[config.mk]
export PLATFORM = sky130hd
export DESIGN_NAME = dcount_timer
export DESIGN_NICKNAME = d
export VERILOG_FILES = /design/src/rtl/tmr_pkg.sv /design/src/rtl/tmr_prescaler.sv /design/src/rtl/tmr_channel.sv /design/src/rtl/tmr_irq.sv /design/src/rtl/dcount_timer.sv
export SDC_FILE = /design/constraint.sdc
export NUM_CORES = 1
export LEC_CHECK = 0
export ABC_CLOCK_PERIOD_IN_PS = 3900
export BUFFER_PORTS_ARGS = -buffer_cell sky130_fd_sc_hd__clkbuf_2
export CORE_UTILIZATION = 61
export DETAILED_ROUTE_END_ITERATION = 8
export PLACE_DENSITY = 0.81
export SLEW_MARGIN = 20
export SYNTH_ARGS = -nofsm -noshare
export SYNTH_HDL_FRONTEND = slang
export SYNTH_HIERARCHICAL = 1
export SYNTH_SLANG_ARGS = --single-unit
[constraint.sdc]
create_clock -name clk -period 3.9 [get_ports clk]
set_input_delay 0 -clock clk [delete_from_list [all_inputs] [get_ports clk]]
set_output_delay 0 -clock clk [all_outputs]
set_load 0.005 [all_outputs]
[src/rtl/tmr_pkg.sv]
package tmr_pkg;

    localparam int PSC_W  = 3;
    localparam int PCNT_W = (1 << PSC_W) - 1;
    localparam int CTRL_W = 8;

    typedef enum logic [1:0] {
        SRC_SLOW = 2'd0,
        SRC_FAST = 2'd1,
        SRC_OFFA = 2'd2,
        SRC_OFFB = 2'd3
    } src_e;

    // Packed so that bit 7 is single-shot and bit 0 is run enable
    typedef struct packed {
        logic             oneshot;
        logic [PSC_W-1:0] psc;
        src_e             src;
        logic             reload;
        logic             en;
    } ctrl_t;

    typedef enum logic [2:0] {
        K_NONE, K_IE, K_ST, K_CTRL, K_IVAL, K_CNT
    } reg_kind_e;

    typedef struct packed {
        reg_kind_e   kind;
        logic [11:0] ch;
    } reg_sel_t;

    function automatic reg_sel_t decode_addr(input logic [15:0] a, input int nch);
        reg_sel_t    r;
        logic [11:0] slot;
        r.kind = K_NONE;
        r.ch   = '0;
        slot   = a[15:4] - 12'd1;
        if (a == 16'h0000) begin
            r.kind = K_IE;
        end else if (a == 16'h0004) begin
            r.kind = K_ST;
        end else if (a >= 16'h0010 && a[1:0] == 2'b00 && int'(slot) < nch) begin
            r.ch = slot;
            case (a[3:2])
                2'd0:    r.kind = K_CTRL;
                2'd1:    r.kind = K_IVAL;
                2'd2:    r.kind = K_CNT;
                default: r.kind = K_NONE;
            endcase
        end
        return r;
    endfunction

    function automatic logic [PCNT_W-1:0] psc_mask(input logic [PSC_W-1:0] code);
        logic [PCNT_W-1:0] m;
        for (int i = 0; i < PCNT_W; i++) begin
            m[i] = (i < int'(code));
        end
        return m;
    endfunction

endpackage

[src/rtl/tmr_prescaler.sv]
module tmr_prescaler
    import tmr_pkg::*;
(
    input  logic             clk,
    input  logic             rst,
    input  logic             run_i,
    input  logic             src_tick_i,
    input  logic [PSC_W-1:0] code_i,
    output logic             ptick_o
);

    logic [PCNT_W-1:0] pcnt_q;
    logic [PCNT_W-1:0] mask;

    assign mask    = psc_mask(code_i);
    assign ptick_o = run_i && src_tick_i && ((pcnt_q & mask) == mask);

    always_ff @(posedge clk) begin
        if (rst || !run_i) begin
            pcnt_q <= '0;
        end else if (src_tick_i) begin
            pcnt_q <= pcnt_q + 1'b1;
        end
    end

endmodule

[src/rtl/tmr_channel.sv]
module tmr_channel
    import tmr_pkg::*;
#(
    parameter int CW = 32
) (
    input  logic              clk,
    input  logic              rst,
    input  logic              tick_fast_i,
    input  logic              tick_slow_i,
    input  logic              ctrl_wr_i,
    input  logic              ival_wr_i,
    input  logic              cnt_wr_i,
    input  logic [CTRL_W-1:0] ctrl_wdata_i,
    input  logic [CW-1:0]     wdata_i,
    output ctrl_t             ctrl_o,
    output logic [CW-1:0]     ival_o,
    output logic [CW-1:0]     cnt_o,
    output logic              expire_o
);

    ctrl_t         ctrl_q;
    logic [CW-1:0] ival_q;
    logic [CW-1:0] cnt_q;
    logic          src_tick;
    logic          ptick;
    logic          tick_use;

    always_comb begin
        case (ctrl_q.src)
            SRC_SLOW: src_tick = tick_slow_i;
            SRC_FAST: src_tick = tick_fast_i;
            default:  src_tick = 1'b0;
        endcase
    end

    tmr_prescaler i_psc (
        .clk        (clk),
        .rst        (rst),
        .run_i      (ctrl_q.en),
        .src_tick_i (src_tick),
        .code_i     (ctrl_q.psc),
        .ptick_o    (ptick)
    );

    // A direct count write or a pending reload takes priority over a tick
    assign tick_use = ptick && !cnt_wr_i && !ctrl_q.reload;
    assign expire_o = tick_use && (cnt_q == '0);

    always_ff @(posedge clk) begin
        if (rst) begin
            ctrl_q <= '0;
        end else if (ctrl_wr_i) begin
            ctrl_q <= ctrl_t'(ctrl_wdata_i);
        end else begin
            if (ctrl_q.reload) begin
                ctrl_q.reload <= 1'b0;
            end
            if (expire_o && ctrl_q.oneshot) begin
                ctrl_q.en <= 1'b0;
            end
        end
    end

    always_ff @(posedge clk) begin
        if (rst) begin
            ival_q <= '0;
        end else if (ival_wr_i) begin
            ival_q <= wdata_i;
        end
    end

    always_ff @(posedge clk) begin
        if (rst) begin
            cnt_q <= '0;
        end else if (cnt_wr_i) begin
            cnt_q <= wdata_i;
        end else if (ctrl_q.reload) begin
            cnt_q <= ival_q;
        end else if (tick_use) begin
            if (cnt_q == '0) begin
                cnt_q <= ctrl_q.oneshot ? '0 : ival_q;
            end else begin
                cnt_q <= cnt_q - 1'b1;
            end
        end
    end

    assign ctrl_o = ctrl_q;
    assign ival_o = ival_q;
    assign cnt_o  = cnt_q;

endmodule

[src/rtl/tmr_irq.sv]
module tmr_irq #(
    parameter int NCH = 2
) (
    input  logic           clk,
    input  logic           rst,
    input  logic           ie_wr_i,
    input  logic           st_wr_i,
    input  logic [NCH-1:0] wdata_i,
    input  logic [NCH-1:0] expire_i,
    output logic [NCH-1:0] ie_o,
    output logic [NCH-1:0] st_o,
    output logic           irq_o
);

    logic [NCH-1:0] ie_q;
    logic [NCH-1:0] st_q;
    logic [NCH-1:0] clr;

    assign clr = st_wr_i ? wdata_i : '0;

    always_ff @(posedge clk) begin
        if (rst) begin
            ie_q <= '0;
            st_q <= '0;
        end else begin
            if (ie_wr_i) begin
                ie_q <= wdata_i;
            end
            st_q <= (st_q & ~clr) | expire_i;
        end
    end

    assign ie_o  = ie_q;
    assign st_o  = st_q;
    assign irq_o = |(st_q & ie_q);

endmodule

[src/rtl/dcount_timer.sv]
module dcount_timer
    import tmr_pkg::*;
#(
    parameter int NCH = 2,
    parameter int CW  = 32,
    parameter int AW  = 8,
    parameter int DW  = 32
) (
    input  logic          clk,
    input  logic          rst,
    input  logic          tick_fast_i,
    input  logic          tick_slow_i,
    input  logic [AW-1:0] bus_addr,
    input  logic [DW-1:0] bus_wdata,
    input  logic          bus_we,
    output logic [DW-1:0] bus_rdata,
    output logic          irq_o
);

    reg_sel_t                 sel;
    logic                     ie_wr;
    logic                     st_wr;
    logic [NCH-1:0]           ch_ctrlwr;
    logic [NCH-1:0]           ch_ivalwr;
    logic [NCH-1:0]           ch_cwr;
    ctrl_t                    ch_ctrl [NCH];
    logic [NCH-1:0][CW-1:0]   ch_ival;
    logic [NCH-1:0][CW-1:0]   ch_cnt;
    logic [NCH-1:0]           ch_exp;
    logic [NCH-1:0]           ch_en;
    logic [NCH-1:0]           ch_os;
    logic [NCH-1:0]           ch_rpend;
    logic [NCH-1:0]           ie_q;
    logic [NCH-1:0]           st_q;

    assign sel   = decode_addr(16'(bus_addr), NCH);
    assign ie_wr = bus_we && (sel.kind == K_IE);
    assign st_wr = bus_we && (sel.kind == K_ST);

    for (genvar i = 0; i < NCH; i++) begin : g_ch
        assign ch_ctrlwr[i] = bus_we && (sel.kind == K_CTRL) && (sel.ch == 12'(i));
        assign ch_ivalwr[i] = bus_we && (sel.kind == K_IVAL) && (sel.ch == 12'(i));
        assign ch_cwr[i]    = bus_we && (sel.kind == K_CNT)  && (sel.ch == 12'(i));

        tmr_channel #(.CW(CW)) i_chan (
            .clk          (clk),
            .rst          (rst),
            .tick_fast_i  (tick_fast_i),
            .tick_slow_i  (tick_slow_i),
            .ctrl_wr_i    (ch_ctrlwr[i]),
            .ival_wr_i    (ch_ivalwr[i]),
            .cnt_wr_i     (ch_cwr[i]),
            .ctrl_wdata_i (bus_wdata[CTRL_W-1:0]),
            .wdata_i      (bus_wdata[CW-1:0]),
            .ctrl_o       (ch_ctrl[i]),
            .ival_o       (ch_ival[i]),
            .cnt_o        (ch_cnt[i]),
            .expire_o     (ch_exp[i])
        );

        assign ch_en[i]    = ch_ctrl[i].en;
        assign ch_os[i]    = ch_ctrl[i].oneshot;
        assign ch_rpend[i] = ch_ctrl[i].reload;
    end

    tmr_irq #(.NCH(NCH)) i_irq (
        .clk      (clk),
        .rst      (rst),
        .ie_wr_i  (ie_wr),
        .st_wr_i  (st_wr),
        .wdata_i  (bus_wdata[NCH-1:0]),
        .expire_i (ch_exp),
        .ie_o     (ie_q),
        .st_o     (st_q),
        .irq_o    (irq_o)
    );

    always_comb begin
        bus_rdata = '0;
        case (sel.kind)
            K_IE: bus_rdata = DW'(ie_q);
            K_ST: bus_rdata = DW'(st_q);
            default: begin
                for (int i = 0; i < NCH; i++) begin
                    if (sel.ch == 12'(i)) begin
                        if (sel.kind == K_CTRL) bus_rdata = DW'(ch_ctrl[i]);
                        if (sel.kind == K_IVAL) bus_rdata = DW'(ch_ival[i]);
                        if (sel.kind == K_CNT)  bus_rdata = DW'(ch_cnt[i]);
                    end
                end
            end
        endcase
    end

endmodule

==> metrics <==
CTS tree=built; CTS Root Cell=clkbuf_16; worst vdd ir=318 uV; PD cells=~320 nW/um^2; main area contributors after synthesis=dfxtp_1 32%, mux2i_1 8.4%, nor2_1 5.9%; highest-count cells in the layout ignoring fill and taps=162 x dfxtp_1, 157 x nor2_1, 84 x mux2i_1; Core ar.=around 16,000 um^2; IO Pins=between 70 and 80; Slew Limit Fails=0; Area Growth Syn to Fin=14.2%; Nets=approximately 1,300; GRT overflow=0; layout cells sized above 1=17.6%; DIE WIDTH=roughly 130 um; cts repair resizes=0; Clock Latency Late Sink=0.44 ns; worst slew pin tran=around 1.1 ns; Final TNS setup=0 ns; post-synthesis sequential area ratio=32.4%; EDFF count, synth=0; fraction of registers with async set/reset=0%; initial core utilization=between 60% and 70%; CTS buffer count=17; r2r setup slk=0.76 ns; count of cell types in the netlist=76; final hold vios=0; Total GRT Usage=approximately two fifths; TritonRoute pass-1 iters=8; unrepaired setup endpoints after global routing=no; startpoint types=flip-flop; slowest CP cell=nor2_1; Cell Chain, Critical Path=mux2i_1 > nor2_1 > o2111ai_1 > a21oi_1 > nor3_4 > nor2_1 > o21ai_0 > o32ai_1 > o2bb2ai_1; routability cong.=0.986; number of port buffers=a little under 80; DP HPWL=around 23,000 um; CP required=~4.3 ns; crit-path max FO=17; flops & latches, synth=162; H-tree lvl count=4; WL final=roughly 32,000 um; vias per cell=between 6 and 7; Row Count=46; Synth top area share=32.4%; fmax=about 0.32 GHz; vias in the first global route=9,021; drt wl/cell=about 22 um; clk_skew=roughly 0.0083 ns; n_diodes=0; Final Cycle Share=between 80% and 90%; hold slack=between 0.015 and 0.02 ns; LEAKAGE=between 0.004 and 0.005 uW; largest net degree at the start of global routing=63; leading cell type in the layout, fill and taps excluded=dfxtp_1; Min-Delay Path Class=in -> reg; DRT antenna net count=0; Worst path max stage delay=0.47 ns; max cap viols=0; Crit path max-delay family=compound AO/OA/AOI/OAI gates; Setup crit end kind=flip-flop; area of the die=16,900 um^2; # DRC=0; Worst-path clk slew=about 0.07 ns; crit path DAT=around 3.5 ns; CTS max path bufs=2; most frequent CP cell=nor2_1; Die Span Y=130 um; Iteration-0 DRC Markers=between 1,500 and 2,000; Synthesized Nets=around 1,200; CP Class=reg -> reg; Slew headroom=roughly a quarter; CTS Sinks=roughly 160; first-pass GRT wire length=around 50,000 um; final setup violating endpoints=0; via count=a little under 10,000; Layout fillers=1,237; antenna violations before repair=0; status=complete, no violations; Avg Inst Size Synth=~8.9 um^2; ys flop type=dfxtp_1; CP bufs+invs=0; Period minus WS final=between 3 and 4 ns; cell area after synthesis=around 10,000 um^2; Syn Inst Count=roughly 1,100; synthesis warning total=6; leading area contributor after synthesis=dfxtp_1
-- stage by stage --
stage                     std cells  setup WS, ns  instance area (um^2)  utilization, %  power (uW)
after CTS                      1441         0.875                 11400            71.7        3650
after detailed placement       1379         0.482                 10500            66.1        1950
after floorplan                1131          1.00                 10000               -        1870
after global placement         1379         0.585                 10500            66.1        1950
final                          1441         0.756                 11400            71.7        3650
after global routing           1441         0.647                 11400            71.7        3740
-- final timing paths --
| path | start | end | depth (start not counted) |
|---|---|---|---|
| setup / recovery | g_ch[0].i_chan/ctrl_o[2] | g_ch[0].i_chan/cnt_o[17] | 9 |
| hold / removal | bus_wdata[6] | g_ch[1].i_chan/ctrl_o[6] | 3 |
| hold reg to reg | g_ch[1].i_chan/cnt_o[17] | g_ch[1].i_chan/cnt_o[17] | 1 |
| setup reg to reg | g_ch[0].i_chan/ctrl_o[2] | g_ch[0].i_chan/cnt_o[17] | 9 |
-- routing by layer --
layer / GRT usage, % / part of all wire, %
met1: 55.2 / 41
met2: 58.1 / 44
met3: 9.80 / 13
met4: 13.1 / 2.9
met5: 0 / 0
-- Yosys cell counts, types with 9 or more instances --
| master | n |
|---|---|
| mux4_2 | 24 |
| nand3_1 | 14 |
| nand4_1 | 16 |
| a22oi_1 | 29 |
| a2111oi_2 | 10 |
| nand2_1 | 55 |
| and2_1 | 28 |
| nor3_1 | 42 |
| o22ai_1 | 17 |
| a221oi_1 | 24 |
| nor2_1 | 158 |
| ha_1 | 12 |
| or4_1 | 9 |
| o21ai_0 | 62 |
| xnor2_1 | 15 |
| mux2i_1 | 84 |
| inv_1 | 38 |
| nor4_1 | 19 |
| xor2_1 | 38 |
| a21oi_1 | 37 |
| clkbuf_1 | 45 |
| dfxtp_1 | 162 |
| a2bb2oi_1 | 12 |
| o2111ai_1 | 13 |
-- where the power goes --
part / switching (uW) / internal [uW] / leakage [uW]
clock network: 726 / 968 / 0.000292
logic: 191 / 103 / 0.00264
registers: 3.44 / 1660 / 0.00130
total: 921 / 2730 / 0.00424
-- kinds of logic after synthesis --
logic type / count (synthesis) / share of synthesized area, %
and+or+nand+nor: 394 / 20.0
AOI/OAI and AO/OA: 284 / 21.5
DFF: 162 / 32.4
muxes: 115 / 14.6
buffers and inverters: 111 / 5.43
xor gates and xnor gates: 53 / 4.63
adders and majority gates: 12 / 1.50
-- cell type report --
type	instances	area [um^2]	share of cell area, %
Clock buffer	18	439	3.84
Clock inverter	14	153	1.33
Inverter	38	143	1.25
Multi-Input combinational cell	858	6280	54.9
Sequential cell	162	3240	28.4
Tap cell	216	270	2.36
Timing Repair Buffer	135	911	7.96
-- worst min-delay path, cell delays in order --
cell	delay, ns
clkbuf_2	0.22
mux2i_1	0.11
nor2_1	0.08
-- registers in the layout, indices dropped and copies added, names as in the netlist --
register	cells
g_ch.i_chan/cnt_o	64
i_irq/st_o	2
i_irq/ie_o	2
g_ch.i_chan/ctrl_o	16
g_ch.i_chan/i_psc/pcnt_q	14
g_ch.i_chan/ival_o	64
-- repair_timing --
action	in CTS	in global routing
hold buffers	30	0
buffers inserted	0	0
hold endpoints to repair	96	0
(Power assumes the default switching activity.)
